<file path="src/rtl/dbgx_pkg.sv">
// Shared constants for the debug-board interrupt expander.
// Assumes a 16-bit register bus addressed in bytes, with word-aligned registers.
package dbgx_pkg;
    localparam int DATA_W = 16;
    localparam int ADDR_W = 4;

    // Word index decoded from bus_addr[3:1]
    typedef enum logic [2:0] {
        SEL_MASK = 3'd0,
        SEL_PEND = 3'd1,
        SEL_CLR  = 3'd2,
        SEL_SIG0 = 3'd3,
        SEL_SIG1 = 3'd4,
        SEL_SIG2 = 3'd5,
        SEL_VER  = 3'd6,
        SEL_NONE = 3'd7
    } reg_sel_e;

    localparam logic [DATA_W-1:0] SIG_WORD0 = 16'hAAAA;
    localparam logic [DATA_W-1:0] SIG_WORD1 = 16'h5555;
    localparam logic [DATA_W-1:0] SIG_WORD2 = 16'hCAFE;
    localparam logic [DATA_W-1:0] MASK_RST  = 16'hFFFF;
endpackage

</file>
<file path="src/rtl/dbgx_sync.sv">
// Multi-stage level synchroniser for a vector of asynchronous inputs.
// Assumes each bit is independent; no bus coherency is implied across bits.
module dbgx_sync #(
    parameter int WIDTH  = 16,
    parameter int STAGES = 2
) (
    input  logic             clk,
    input  logic             rst_n,
    input  logic [WIDTH-1:0] async_in,
    output logic [WIDTH-1:0] sync_out
);
    logic [WIDTH-1:0] chain [STAGES];

    genvar s;
    generate
        for (s = 0; s < STAGES; s++) begin : g_stage
            if (s == 0) begin : g_first
                // First stage captures the raw inputs
                always_ff @(posedge clk) begin
                    if (!rst_n) chain[0] <= '0;
                    else        chain[0] <= async_in;
                end
            end else begin : g_next
                // Later stages shift the sample along
                always_ff @(posedge clk) begin
                    if (!rst_n) chain[s] <= '0;
                    else        chain[s] <= chain[s-1];
                end
            end
        end
    endgenerate

    assign sync_out = chain[STAGES-1];
endmodule

</file>
<file path="src/rtl/dbgx_pending.sv">
// Rising-edge detector and sticky pending bits.
// Assumes clr holds a bit at zero and blocks new sets while that clr bit is 1.
module dbgx_pending #(
    parameter int N_SRC = 16
) (
    input  logic             clk,
    input  logic             rst_n,
    input  logic [N_SRC-1:0] sync_lvl,
    input  logic [N_SRC-1:0] clr,
    output logic [N_SRC-1:0] pend_q
);
    logic [N_SRC-1:0] lvl_d;
    logic [N_SRC-1:0] edge_hit;

    // Remember the previous synchronised level
    always_ff @(posedge clk) begin
        if (!rst_n) lvl_d <= '0;
        else        lvl_d <= sync_lvl;
    end

    // Low-to-high transitions of the synchronised level
    always_comb edge_hit = sync_lvl & ~lvl_d;

    // Set on edge, hold, clear wins over set
    always_ff @(posedge clk) begin
        if (!rst_n) pend_q <= '0;
        else        pend_q <= (pend_q | edge_hit) & ~clr;
    end
endmodule

</file>
<file path="src/rtl/dbgx_regs.sv">
// Host register file: mask and clear storage plus the read multiplexer.
// Assumes writes take one clock; reads are combinational from bus_addr.
module dbgx_regs
    import dbgx_pkg::*;
#(
    parameter int                N_SRC   = 16,
    parameter logic [DATA_W-1:0] VERSION = 16'h0102
) (
    input  logic              clk,
    input  logic              rst_n,
    input  logic              wr_en,
    input  logic [ADDR_W-1:0] addr,
    input  logic [DATA_W-1:0] wdata,
    input  logic [N_SRC-1:0]  pend,
    output logic [DATA_W-1:0] mask_q,
    output logic [DATA_W-1:0] clr_q,
    output logic [DATA_W-1:0] rdata
);
    reg_sel_e          sel;
    logic [DATA_W-1:0] pend_w;

    // Decode the word index, ignoring the byte-lane bit
    always_comb sel = reg_sel_e'(addr[ADDR_W-1:1]);

    // Widen the pending vector to the bus width
    always_comb begin
        pend_w              = '0;
        pend_w[N_SRC-1:0]   = pend;
    end

    // Writable registers: mask and clear only
    always_ff @(posedge clk) begin
        if (!rst_n) begin
            mask_q <= MASK_RST;
            clr_q  <= '0;
        end else if (wr_en) begin
            case (sel)
                SEL_MASK: mask_q <= wdata;
                SEL_CLR:  clr_q  <= wdata;
                default:  ;
            endcase
        end
    end

    // Read multiplexer
    always_comb begin
        case (sel)
            SEL_MASK: rdata = mask_q;
            SEL_PEND: rdata = pend_w;
            SEL_CLR:  rdata = clr_q;
            SEL_SIG0: rdata = SIG_WORD0;
            SEL_SIG1: rdata = SIG_WORD1;
            SEL_SIG2: rdata = SIG_WORD2;
            SEL_VER:  rdata = VERSION;
            default:  rdata = '0;
        endcase
    end
endmodule

</file>
<file path="src/rtl/dbgx_expander.sv">
// Top level of the debug-board interrupt expander.
// Assumes irq_raw is asynchronous and active high; host_irq_n is a level output.
module dbgx_expander
    import dbgx_pkg::*;
#(
    parameter int                N_SRC     = 16,
    parameter int                SYNC_STGS = 2,
    parameter logic [DATA_W-1:0] VERSION   = 16'h0102
) (
    input  logic              clk,
    input  logic              rst_n,
    input  logic [15:0]       irq_raw,
    input  logic              bus_sel,
    input  logic              bus_we,
    input  logic [3:0]        bus_addr,
    input  logic [15:0]       bus_wdata,
    output logic [15:0]       bus_rdata,
    output logic              host_irq_n
);
    logic [N_SRC-1:0]  sync_lvl;
    logic [N_SRC-1:0]  status_q;
    logic [DATA_W-1:0] mask_q;
    logic [DATA_W-1:0] clr_q;
    logic              wr_en;

    // Qualify the write strobe
    always_comb wr_en = bus_sel & bus_we;

    dbgx_sync #(.WIDTH(N_SRC), .STAGES(SYNC_STGS)) u_sync (
        .clk      (clk),
        .rst_n    (rst_n),
        .async_in (irq_raw[N_SRC-1:0]),
        .sync_out (sync_lvl)
    );

    dbgx_pending #(.N_SRC(N_SRC)) u_pend (
        .clk      (clk),
        .rst_n    (rst_n),
        .sync_lvl (sync_lvl),
        .clr      (clr_q[N_SRC-1:0]),
        .pend_q   (status_q)
    );

    dbgx_regs #(.N_SRC(N_SRC), .VERSION(VERSION)) u_regs (
        .clk    (clk),
        .rst_n  (rst_n),
        .wr_en  (wr_en),
        .addr   (bus_addr),
        .wdata  (bus_wdata),
        .pend   (status_q),
        .mask_q (mask_q),
        .clr_q  (clr_q),
        .rdata  (bus_rdata)
    );

    // Combine enabled pending bits onto the active-low host line
    always_comb host_irq_n = ~|(status_q & ~mask_q[N_SRC-1:0]);
endmodule

</file>
<file path="config.mk">
export PLATFORM = sky130hd
export DESIGN_NAME = dbgx_expander
export DESIGN_NICKNAME = d
export VERILOG_FILES = /design/src/rtl/dbgx_pkg.sv /design/src/rtl/dbgx_sync.sv /design/src/rtl/dbgx_pending.sv /design/src/rtl/dbgx_regs.sv /design/src/rtl/dbgx_expander.sv
export SDC_FILE = /design/constraint.sdc
export NUM_CORES = 1
export LEC_CHECK = 0
export BUFFER_PORTS_ARGS = -buffer_cell sky130_fd_sc_hd__buf_2
export CAP_MARGIN = 20
export CORE_ASPECT_RATIO = 1.2
export CORE_MARGIN = 1
export CORE_UTILIZATION = 51
export CTS_CLUSTER_SIZE = 25
export DETAILED_ROUTE_END_ITERATION = 8
export GPL_ROUTABILITY_DRIVEN = 0
export PLACE_DENSITY = 0.72
export SLEW_MARGIN = 15
export SYNTH_ARGS = -nofsm -noshare
export SYNTH_HDL_FRONTEND = slang
export SYNTH_SLANG_ARGS = --single-unit
</file>
<file path="constraint.sdc">
create_clock -name clk -period 1.1 [get_ports clk]
set_clock_uncertainty 0.1 [all_clocks]
set_input_delay 0.11 -clock clk [delete_from_list [all_inputs] [get_ports clk]]
set_output_delay 0.11 -clock clk [all_outputs]
set_load 0.02 [all_outputs]
</file>
# --- Yosys cells after proc, flatten, opt, wreduce, memory -nomap -nowiden ---
# Memory sizes are Yosys's and may differ from the RTL's.
# Cells that the tools add are included.
classes:
  reduce_logical: 5
  mux: 5
  bitwise: 10
  n_eq_ne: 6
ops:
  columns: ["op", "n"]
  rows:
  - ["$pmux 16 s7", 1]
  - ["$and 16x16->16", 3]
  - ["$not 16->16", 3]
  - ["$mux 16", 2]
  - ["$or 16x16->16", 1]
  - ["$reduce_or 16->1", 1]
  - ["$eq 3x3->1 const B", 3]
  - ["$eq 3x2->1 const B", 2]
  - ["$reduce_and 2->1", 2]
  - ["$eq 3x1->1 const B", 1]
  - ["$logic_not 3->1", 1]
  - ["$mux 1", 2]
  - ["$or 1x1->1", 2]
  - ["$and 1x1->1", 1]
  - ["$logic_not 1->1", 1]
totals:
  ramBits: 32
  output_inout_bits: 17
  mem_count: 1
  inputBits: 40
  elab_cells: 31
  regBits: 64
mem_list:
  columns: ["name", "depth", "word_bits", "rd", "rd_clocked_by_memory_dff", "write_ports", "line_no", "text"]
  rows:
  - ["u_sync.chain", 2, 16, 2, 0, 2, "dbgx_sync.sv:12", "logic [WIDTH-1:0] chain [STAGES];"]

# --- Depth between registers and ports, before layout ---
depth:
  word_depth: 4
  depth_mapped: 5
  ltp_nobuf: 3

# --- Modules after synthesis ---
# Synthesis repeated with hierarchy kept, for this count alone.
hier_totals:
  cells_unflattened: 409
  hier_area_um2: 3807.4
modules_own_cells:
  columns: ["module", "instances", "seq_area_each_um2", "area_each_um2", "cells_per_inst"]
  rows:
  - ["dbgx_regs", 1, 640.6, 1686.6, 221]
  - ["dbgx_pending", 1, 640.6, 1081.0, 99]
  - ["dbgx_sync", 1, 640.6, 895.9, 67]
  - ["dbgx_expander", 1, 0.0, 143.9, 22]

# --- Worst setup path before layout ---
# No wires, ideal clock.
synth_path:
  path_kind: "register to output"
  start: "register u_regs.mask_q[2]"
  end: "output host_irq_n"
  path_stages_with_launch: 4
  path_buffers: 0
  setup_slack_ps: -354
  arrival_time_ps: 1244
  path_cell_list: "dfxtp_1 -> nand2b_1 -> o2111ai_1 -> nor4_1"
synth_between:
  elab_chain_len: 4
synth_lines:
  columns: ["item", "line_no", "text"]
  rows:
  - ["start, declared", "dbgx_regs.sv:15", "output logic [DATA_W-1:0] mask_q,"]
  - ["start signal, assigned", "dbgx_regs.sv:38", "SEL_MASK: mask_q <= wdata;"]
  - ["$not 16->16", "dbgx_expander.sv:57", "always_comb host_irq_n = ~|(status_q & ~mask_q[N_SRC-1:0]);"]
  - ["$and 16x16->16", "dbgx_expander.sv:57", null]
  - ["$reduce_or 16->1", "dbgx_expander.sv:57", null]
  - ["$logic_not 1->1", "dbgx_expander.sv:57", null]
  - ["end, declared", "dbgx_expander.sv:18", "output logic host_irq_n"]
# Every way passes these cells.

# --- Final worst setup path ---
layout_path:
  start: "register u_regs.mask_q[11]"
  end: "output bus_rdata[11]"
layout_between:
  elab_chain_len: 1
layout_lines:
  columns: ["item", "line_no", "text"]
  rows:
  - ["$pmux 16 s7", "dbgx_regs.sv:47", "case (sel)"]
  - ["end, declared", "dbgx_expander.sv:17", "output logic [15:0] bus_rdata,"]
# Every way passes these cells.

==> results by group <==
Setup path
  • CP max stage cell: dfxtp_2
  • RR Startpoint: u_pend.pend_q[7]
  • Data arrival, critical path: 1.49 ns
  • Reg-to-Reg End: u_pend.pend_q[7]
  • Worst Reg2Reg Path Length in Cells: 4
  • Crit path launch type: flip-flop
  • WS Path Type: reg2out
  • Crit-path cells: buf_4 > buf_6 > o22a_1 > o221a_4 > buf_6
  • Largest stage delay, worst path: about 0.34 ns
  • Critical path buffers and inverters: 3
  • WP data required: 0.89 ns
  • Flop2flop setup slack: 0.11 ns
  • CP delay by family, top: compound AO/OA/AOI/OAI gates
  • Critical Path Most Common Cell: buf_6
  • Worst-path maximum fanout: 2
  • Nature of the critical path endpoint: output pin
  • CP Launch Point: u_regs.mask_q[11]

Floorplanning
  • Die area: 0.007821 mm2
  • Core area: between 0.007 and 0.008 mm2
  • FP Rows: 34
  • Die height: ~97 um
  • Initial core utilization: 52.68%
  • Num ports: 57
  • Die Wd: 80.90 um

Pwr
  • Pwr dens: 1260 mW/mm2
  • Static Leakage: about 2.2 nW
  • Worst IR Drop VDD: 0.9496 mV

Placement
  • Port buffer count: 55
  • Detailed placement HPWL: 5.738 mm
  • Placed cell count: 560

Synthesis
  • Asr flop ratio synth: 0%
  • Gate Count Post-Synth: 394
  • Most frequent cells after synthesis: dfxtp_1 (96), and2_1 (48), nor2b_1 (39)
  • Syn Nets: 434
  • Area contributors post-synth: dfxtp_1 (50%), mux2i_1 (8.4%), and2_1 (7.9%)
  • Primary FF master, synth: dfxtp_1
  • Post-synthesis cell area: about 0.0038 mm2
  • Synthesis Warnings: 0
  • Yosys top cell by area: dfxtp_1
  • Syn avg cell area: 9.670 um2
  • Top cell type's share of synthesized area: between 50% and 60%
  • Sequential cell area fraction in the yosys report: 50.44%
  • Number of synthesized flops with an enable pin: 0
  • Synth cell types: 30
  • Most numerous cell in the Yosys netlist: dfxtp_1
  • Flop and latch count out of synthesis: 96

Global route
  • Largest net degree at the start of global routing: 42
  • Vias in the first global route: 3068
  • Grt ovf: 0
  • GRT Total Usage: 23.72%
  • Initial antenna violation count: 0
  • First-pass GRT wire length: 14.13 mm

Clock tree
  • Number of buffers created by CTS: 9
  • Clock Tree Root: clkbuf_8
  • H-tree depth: 3
  • CTS tree: built
  • Worst skew pair latency: between 0.3 and 0.4 ns
  • CTS Sinks: 96
  • Clk slew on worst S/H paths: 0.10 ns
  • Clock Tree Buf Depth: 2

STA
  • Final hold vios: 0
  • Max transition margin: 77.84%
  • Final setup TNS: -6.885 ns
  • RSZ-0062 raised after global routing: true
  • Max-slew violation count: 0
  • FMAX: between 0.5 and 0.6 GHz
  • Setup WS post-layout: -0.5987 ns
  • Worst-margin pin slew: between 0.3 and 0.4 ns
  • Fin crit period: 1.699 ns
  • Final setup violation count: 17
  • Final worst-path cycle share: 154.4%

Detailed routing
  • Average wire per standard cell: between 10 and 15 um
  • Met2 wire length: 4.416 mm
  • Via/cell ratio: 5.080
  • WL final: slightly above 9 mm
  • Pre-antenna DRT Iters: 4
  • Max Used Layer: met4
  • DRC viols: 0
  • Total number of vias: 3114
  • M1 WL: 4.212 mm
  • Routed wl met3: 412 um
  • Detail Route Antenna Nets: 0
  • 1st-iter DRT viols: 164

Layout
  • Final Util: 76.02%
  • Filler instances: 494
  • Share of layout cells above drive strength 1: approximately 37%
  • ANT cells: 0
  • Final Instance Count excl. Fillers: 613
  • Final net count: 558
  • Area Overhead vs Synth: 44.30%

Status
  • Violations in the final reports: negative setup slack
  • Status: finished, violations left

Hold path
  • Worst hold endpoint: u_regs.clr_q[14]
  • Worst hold path class: in2reg
  • Hold depth: 4
  • Hold path start: rst_n

Job
  • Max-cap violations: 0
==> placed cells by master, fill, tap and decap left out, types with 6 or more instances in the layout <==
master and count:
a21oi_2 8, dlygate4sd3_1 32, nand2_1 32, nand2b_4 7
and2_1 48, nand2b_1 7, buf_2 38, dfxtp_2 19
clkbuf_8 10, mux2i_1 32, dfxtp_1 75, o22a_1 6
nor3b_1 16, a21oi_1 18, buf_4 38, inv_1 20
nor2b_1 35, buf_6 25
==> registers in the layout, indices dropped and copies added, names as in the netlist <==
name / cells
u_sync.chain: 32
u_pend.lvl_d: 16
u_pend.pend_q: 16
u_regs.clr_q: 16
u_regs.mask_q: 16
==> metrics by stage <==
stage / power [mW] / setup WS [ns] / cell area (um2) / hold slack [ns]
final: 6.929 / -0.5987 / 5498 / 0.1505
after global routing: 7.228 / -0.6638 / 5498 / 0.1473
after CTS: 6.924 / -0.5640 / 5346 / 0.1391
after detailed placement: 4.516 / -0.2544 / 4608 / 0.2181
after global placement: 4.496 / -0.2070 / 4608 / 0.2145
after floorplan: 4.196 / -0.09695 / 3968 / 0.1373
==> report_power, final <==
part           switching (mW)  internal (mW)
clock                    1.31          0.937
sequential             0.0660           3.59
combinational           0.461          0.564
total                    1.84           5.09
==> metal layers <==
layer,vias up,GRT usage [%]
met4,0,9.615
met5,-,0
li1,1561,-
met1,1462,30.60
met2,83,38.33
met3,8,4.434
==> how the worst max path moves through the flow <==
stage,end,cells past startpoint,slack (ns)
3_3_place_gp,host_irq_n,4,-0.21
4_1_cts,host_irq_n,4,-0.56
2_1_floorplan,u_regs.mask_q[7],4,-0.1
5_1_grt,host_irq_n,4,-0.66
6_report,bus_rdata[11],5,-0.60
3_5_place_dp,u_regs.clr_q[9],5,-0.25
==> cell type report <==
| cell class | instances | area (um2) | share of cell area (%) |
|---|---|---|---|
| Clock inverter | 6 | 56.30 | 1.024 |
| Sequential cell | 96 | 1953 | 35.53 |
| Multi-Input combinational cell | 251 | 1978 | 35.98 |
| Clock buffer | 10 | 137.6 | 2.503 |
| Inverter | 22 | 82.58 | 1.502 |
| Timing Repair Buffer | 138 | 1177 | 21.42 |
| Tap cell | 90 | 112.6 | 2.048 |
==> tightest hold or removal path: stages <==
cell and delay [ns]:
buf_2 0.16, buf_12 0.17, nand2_1 0.07, mux2i_1 0.05
==> logic make-up after synthesis <==
group,share of synthesized area (%)
AO/OA/AOI/OAI,10.74
AND/OR/NAND/NOR,24.96
buffers and inverters,5.451
flip-flops,50.44
multiplexers,8.407
==> timing repair <==
item                                    in CTS  in global routing
setup buffers                                3                  3
hold buffers                                32                  0
endpoints found under the setup margin      17                 17
hold endpoints to repair                    48                  0
gates resized for setup                     68                 35
pin swaps                                   16                  9
No activity file was read; power rests on OpenSTA's default activity.
